[config.mk]
export PLATFORM = sky130hd
export DESIGN_NAME = dtg_gate_gen
export DESIGN_NICKNAME = d
export VERILOG_FILES = /design/src/rtl/dtg_pkg.sv /design/src/rtl/dtg_preset_table.sv /design/src/rtl/dtg_pulse_filter.sv /design/src/rtl/dtg_dead_fsm.sv /design/src/rtl/dtg_gate_gen.sv
export SDC_FILE = /design/constraint.sdc
export NUM_CORES = 1
export LEC_CHECK = 0
export BUFFER_PORTS_ARGS = -buffer_cell sky130_fd_sc_hd__buf_2
export CAP_MARGIN = 40
export CORE_MARGIN = 2
export CORE_UTILIZATION = 55
export DETAILED_ROUTE_END_ITERATION = 16
export GPL_TIMING_DRIVEN = 0
export PLACE_DENSITY = 0.85
export REMOVE_ABC_BUFFERS = 1
export SLEW_MARGIN = 40
export SYNTH_ARGS = -nofsm -noshare
export SYNTH_HDL_FRONTEND = slang
export SYNTH_SLANG_ARGS = --single-unit
[constraint.sdc]
create_clock -name clk_i -period 4.83 [get_ports clk_i]
set_clock_uncertainty 0.15 [all_clocks]
set_input_delay 0.483 -clock clk_i [delete_from_list [all_inputs] [get_ports clk_i]]
set_output_delay 0.483 -clock clk_i [all_outputs]
set_load 0.05 [all_outputs]
[src/rtl/dtg_pkg.sv]
package dtg_pkg;

  typedef enum logic [1:0] {
    ST_DEAD = 2'd0,
    ST_HIGH = 2'd1,
    ST_LOW  = 2'd2
  } dtg_state_e;

  // ceil(ps / clk_ps), never below one cycle
  function automatic int ps_to_cycles(input int ps, input int clk_ps);
    int c;
    c = (ps + clk_ps - 1) / clk_ps;
    return (c < 1) ? 1 : c;
  endfunction

endpackage

[src/rtl/dtg_preset_table.sv]
module dtg_preset_table
  import dtg_pkg::*;
#(
  parameter int CLK_PERIOD_PS = 5000,
  parameter int DT_MIN_PS     = 15000,
  parameter int DT_STEP_PS    = 10000,
  parameter int CW            = 4
) (
  input  logic [1:0]    mode_i,
  output logic [CW-1:0] dt_cyc_o
);

  localparam int NMODES = 4;

  logic [CW-1:0] tbl [NMODES];

  // highest mode code gives the shortest preset
  for (genvar g = 0; g < NMODES; g++) begin : g_tbl
    localparam int CYC = ps_to_cycles(DT_MIN_PS + (NMODES - 1 - g) * DT_STEP_PS,
                                      CLK_PERIOD_PS);
    assign tbl[g] = CW'(CYC);
  end

  assign dt_cyc_o = tbl[mode_i];

endmodule

[src/rtl/dtg_pulse_filter.sv]
module dtg_pulse_filter #(
  parameter int MIN_CYC = 2
) (
  input  logic clk_i,
  input  logic rst_ni,
  input  logic pwm_i,
  output logic filt_o
);

  logic filt_q;

  if (MIN_CYC <= 1) begin : g_pass
    always_ff @(posedge clk_i or negedge rst_ni) begin
      if (!rst_ni) filt_q <= 1'b0;
      else         filt_q <= pwm_i;
    end
  end else begin : g_filt
    localparam int RW = $clog2(MIN_CYC + 1);

    logic          raw_q;
    logic [RW-1:0] run_q, run_nx;

    always_comb begin
      if (pwm_i != raw_q)          run_nx = RW'(1);
      else if (run_q == RW'(MIN_CYC)) run_nx = run_q;
      else                         run_nx = run_q + RW'(1);
    end

    always_ff @(posedge clk_i or negedge rst_ni) begin
      if (!rst_ni) begin
        raw_q  <= 1'b0;
        run_q  <= '0;
        filt_q <= 1'b0;
      end else begin
        raw_q <= pwm_i;
        run_q <= run_nx;
        if (run_nx == RW'(MIN_CYC)) filt_q <= pwm_i;
      end
    end

    // a filtered edge needs the level already present on the prior sample
    assert_rise_held_R5: assert property (@(posedge clk_i) disable iff (!rst_ni)
      $rose(filt_q) |-> $past(raw_q));
    assert_fall_held_R5: assert property (@(posedge clk_i) disable iff (!rst_ni)
      $fell(filt_q) |-> !$past(raw_q));
  end

  assign filt_o = filt_q;

endmodule

[src/rtl/dtg_dead_fsm.sv]
module dtg_dead_fsm
  import dtg_pkg::*;
#(
  parameter int CW       = 4,
  parameter int DT_RESET = 9
) (
  input  logic          clk_i,
  input  logic          rst_ni,
  input  logic          filt_i,
  input  logic          sd_i,
  input  logic [CW-1:0] dt_sel_i,
  output logic          hs_o,
  output logic          ls_o
);

  dtg_state_e    state_q;
  logic [CW-1:0] cnt_q, dt_q;
  logic [CW-1:0] cnt_nx;

  assign cnt_nx = cnt_q + CW'(1);

  always_ff @(posedge clk_i or negedge rst_ni) begin
    if (!rst_ni) begin
      state_q <= ST_DEAD;
      cnt_q   <= '0;
      dt_q    <= CW'(DT_RESET);
    end else begin
      unique case (state_q)
        ST_DEAD: begin
          if (sd_i) begin
            cnt_q <= '0;
            dt_q  <= dt_sel_i;
          end else if (cnt_nx >= dt_q) begin
            state_q <= filt_i ? ST_HIGH : ST_LOW;
            cnt_q   <= '0;
          end else begin
            cnt_q <= cnt_nx;
          end
        end
        ST_HIGH: if (sd_i || !filt_i) begin
          state_q <= ST_DEAD;
          cnt_q   <= '0;
          dt_q    <= dt_sel_i;
        end
        ST_LOW: if (sd_i || filt_i) begin
          state_q <= ST_DEAD;
          cnt_q   <= '0;
          dt_q    <= dt_sel_i;
        end
        default: state_q <= ST_DEAD;
      endcase
    end
  end

  assign hs_o = (state_q == ST_HIGH);
  assign ls_o = (state_q == ST_LOW);

  assert_no_overlap_R8: assert property (@(posedge clk_i) disable iff (!rst_ni)
    !(hs_o && ls_o));
  assert_sd_off_R4: assert property (@(posedge clk_i) disable iff (!rst_ni)
    sd_i |=> (!hs_o && !ls_o));
  assert_dt_hold_R6: assert property (@(posedge clk_i) disable iff (!rst_ni)
    (state_q == ST_DEAD && !sd_i) |=> $stable(dt_q));
  assert_no_swap_hl_R3: assert property (@(posedge clk_i) disable iff (!rst_ni)
    $fell(hs_o) |-> !ls_o);
  assert_no_swap_lh_R3: assert property (@(posedge clk_i) disable iff (!rst_ni)
    $fell(ls_o) |-> !hs_o);

endmodule

[src/rtl/dtg_gate_gen.sv]
module dtg_gate_gen
  import dtg_pkg::*;
#(
  parameter int CLK_PERIOD_PS = 5000,
  parameter int DT_MIN_PS     = 15000,
  parameter int DT_STEP_PS    = 10000,
  parameter int MIN_PULSE_PS  = 10000
) (
  input  logic       clk_i,
  input  logic       rst_ni,
  input  logic       pwm_i,
  input  logic [1:0] mode_i,
  input  logic       sd_i,
  output logic       hs_o,
  output logic       ls_o
);

  localparam int MIN_CYC = ps_to_cycles(MIN_PULSE_PS, CLK_PERIOD_PS);
  localparam int DT_MAX  = ps_to_cycles(DT_MIN_PS + 3 * DT_STEP_PS, CLK_PERIOD_PS);
  localparam int CW      = $clog2(DT_MAX + 1);

  logic          filt;
  logic [CW-1:0] dt_sel;

  dtg_pulse_filter #(.MIN_CYC(MIN_CYC)) i_filter (
    .clk_i  (clk_i),
    .rst_ni (rst_ni),
    .pwm_i  (pwm_i),
    .filt_o (filt)
  );

  dtg_preset_table #(
    .CLK_PERIOD_PS (CLK_PERIOD_PS),
    .DT_MIN_PS     (DT_MIN_PS),
    .DT_STEP_PS    (DT_STEP_PS),
    .CW            (CW)
  ) i_table (
    .mode_i   (mode_i),
    .dt_cyc_o (dt_sel)
  );

  dtg_dead_fsm #(.CW(CW), .DT_RESET(DT_MAX)) i_fsm (
    .clk_i    (clk_i),
    .rst_ni   (rst_ni),
    .filt_i   (filt),
    .sd_i     (sd_i),
    .dt_sel_i (dt_sel),
    .hs_o     (hs_o),
    .ls_o     (ls_o)
  );

endmodule

==> results.yml <==
yosys:
  synth_edf_count: 0
  synth_xor_area_share_pct: 2.12
  netlist_area_um2: 826
  muxShareOfSynthArea_pct: 7.12
  synthAdderAreaFrac_pct: 13.6
  yosysWarnings: 0
  synthTopCellsByArea: "dfrtp_1 36%, ha_1 14%, mux2_2 5.5%"
  ys_ff_latch: 13
  synth_top_family_by_area: "simple AND/OR/NAND/NOR gates"
  syn_inst: 77
  synth.most_common_cell: "dfrtp_1"
  yosys-top-cells-count: "12 x dfrtp_1, 10 x inv_1, 9 x ha_1, 7 x nand2_1, 4 x mux2_2"
  syn_avg_cell_area_um2: 10.7
  synth_cell_types: 32
  synth_top_area_share_pct: 36.4
  synth_compound_area_share_pct: 13.8
  yosys.area_share.simple_pct: 18.8
  yosysTopAreaCell: "dfrtp_1"
  synth-main-ff-cell: "dfrtp_1"
  seq_area_frac_synth_pct: 39.5
  async_flop_share_pct: 100
worst_setup_path:
  critical_path.max_fanout: 6
  worstPathRequired_ns: 4.84
  r2r_slack_ns: 2.34
  cp-end-kind: "flip-flop"
  crit_path_start_kind: "flip-flop"
  r2r_end: "i_fsm.cnt_q[3]"
  reg2regPathDepth: 8
  reg2reg_from: "i_fsm.cnt_q[0]"
  cp.arrival_ns: 2.50
  crit_type: "reg -> reg"
finish:
  fillers: 103
  area_delta_synth_final_pct: 10.5
  instances_no_fill: 103
  layout-drive-gt1-share_pct: 27.3
  final_nets: 104
  diodes: 0
run_status:
  status: "completed"
sta:
  slew_headroom_pct: 77.4
  max_freq_mhz: 402
  final_hold_viol_count: 0
  slew_violations: 0
  period_minus_slack_ns: 2.49
  rsz0062_at_grt: "false"
  worst_slew_pin_slew_ns: 0.339
  post-route-period-util_pct: 51.5
  setup_tns_ns: 0
  setup_violations: 0
placed_design:
  dpl.hpwl_um: 1110
  dp.cells: 98
  portBuffers: 7
  routabilityCongestion: 0.790
route:
  first_pass_iters: 4
  via_per_inst: 5.64
  wl_per_cell_um: 13.6
  vias: 581
  ant_nets: 0
  drt_iter0_markers: 6
  routed_wirelength_um: 1400
  drc: 0
grt:
  grt_pass1_vias: 612
  grt_start_max_net_pins: 14
  grt_antenna_before_repair: 0
  grt_pass1_wl_um: 2590
  grt.total_usage_pct: 18.8
  overflow: 0
clocking:
  cts_buffers: 3
  root_buffer: "clkbuf_4"
  cts_setup_buffers: 0
  cts_tree: "done"
  cts.sinks: 13
  htree_levels: 1
  cts.clk_slew.worst_paths_ns: 0.08
  clk_path_buf_depth: 2
  clkLatencyLatePin_ns: 0.27
floorplan:
  die_h_um: 42.8
  die-area_um2: 1830
  coreArea_um2: 1350
  initial_core_util_pct: 61.2
  pin_count: 8
  fp-row-count: 13
  die_w_um: 42.8
worst_hold_path:
  hp-class: "in -> reg"
  whs_endpoint: "i_filter.g_filt.raw_q"
  hold_depth: 1
  hp-start: "pwm_i"
power:
  p_leak_uw: 0.000451
  power.density_nw_per_um2: 478
  finalPower_uw: 436
  ir_worst_vdd_mv: 0.297
job:
  maxCapViolations: 0
[kinds of logic (layout without fill, tap and decap cells)]
family / count (synthesis) / after routing
multiplexers: 5 / 5
adder cells (fa/ha/maj): 9 / 9
AND/OR/NAND/NOR: 25 / 25
XOR/XNOR: 2 / 2
flip-flops: 13 / 13
AO/OA/AOI/OAI: 12 / 12
buffers and inverters: 11 / 22
[registers in the layout (all words and copies together) (netlist names)]
| register | flops |
|---|---|
| i_filter.filt_o | 1 |
| i_filter.g_filt.raw_q | 1 |
| i_filter.g_filt.run_q | 2 |
| i_fsm.cnt_q | 4 |
| i_fsm.dt_q | 3 |
| i_fsm.state_q | 2 |
[metal layers]
layer	track usage, %	wire [um]	share of wire, %	vias up
met5	0	0	0	-
met4	5.63	0	0	0
met3	2.55	28	2.0	0
met2	36.1	760	54	6
met1	21.0	609	44	287
li1	-	-	-	288
[power breakdown]
group | leakage [uW] | total [uW] | switching [uW] | internal (uW)
sequential | 0.000162 | 165 | 26.5 | 138
combinational | 0.000274 | 205 | 110 | 94.8
clock | 0.0000150 | 65.7 | 33.8 | 31.9
total | 0.000451 | 436 | 171 | 265
[placed cells by master, fill, tap and decap left out, types with 2 or more instances in the layout]
master,count
nor2b_1,3
buf_2,7
clkbuf_4,3
nor3b_1,2
dfrtp_1,12
mux2_2,4
nand2_1,7
xnor2_1,2
nand3_1,3
nand4_1,2
a21oi_1,2
ha_1,9
inv_1,10
[cell type report]
cell class	instances	area [um^2]	share of cell area [%]
flip-flops and latches	13	327	35.8
well taps	15	18.8	2.06
clock buffers	4	26.3	2.88
inverters	10	37.5	4.12
repair buffers	8	45.0	4.94
multi-input cells	53	458	50.2
[worst max-delay path: stages, from the launching register on]
cell and delay (ns):
dfrtp_1 0.43, ha_1 0.22, nor2b_1 0.14, or2_2 0.30
ha_1 0.33, nor3b_1 0.25, o21ai_2 0.14, and2_4 0.17
a32o_2 0.26
[worst max-delay path by stage]
| stage | from | depth (start not counted) | endpoint | slack (ns) |
|---|---|---|---|---|
| 2_1_floorplan | i_fsm.cnt_q[0] | 8 | i_fsm.cnt_q[3] | 2.50 |
| 3_3_place_gp | i_fsm.cnt_q[0] | 8 | i_fsm.cnt_q[1] | 2.38 |
| 3_5_place_dp | i_fsm.cnt_q[0] | 8 | i_fsm.cnt_q[3] | 2.34 |
| 4_1_cts | i_fsm.cnt_q[0] | 8 | i_fsm.cnt_q[3] | 2.33 |
| 5_1_grt | i_fsm.cnt_q[0] | 8 | i_fsm.cnt_q[3] | 2.22 |
| 6_report | i_fsm.cnt_q[0] | 8 | i_fsm.cnt_q[3] | 2.34 |
[stage by stage]
| step | utilization, % | worst slack [ns] | area (um^2) | hold slack (ns) |
|---|---|---|---|---|
| final | 67.6 | 2.34 | 912 | 0.202 |
| after floorplan | - | 2.50 | 822 | 0.0374 |
| after global placement | 64.9 | 2.38 | 876 | 0.229 |
| after global routing | 67.6 | 2.22 | 912 | 0.203 |
| after CTS | 67.6 | 2.33 | 912 | 0.198 |
| after detailed placement | 64.9 | 2.34 | 876 | 0.229 |
[timing repair]
item,in CTS,in global routing
gates resized for setup,0,0
hold buffers,1,0
hold endpoints to repair,12,0
No activity file was read; power rests on OpenSTA's default activity.
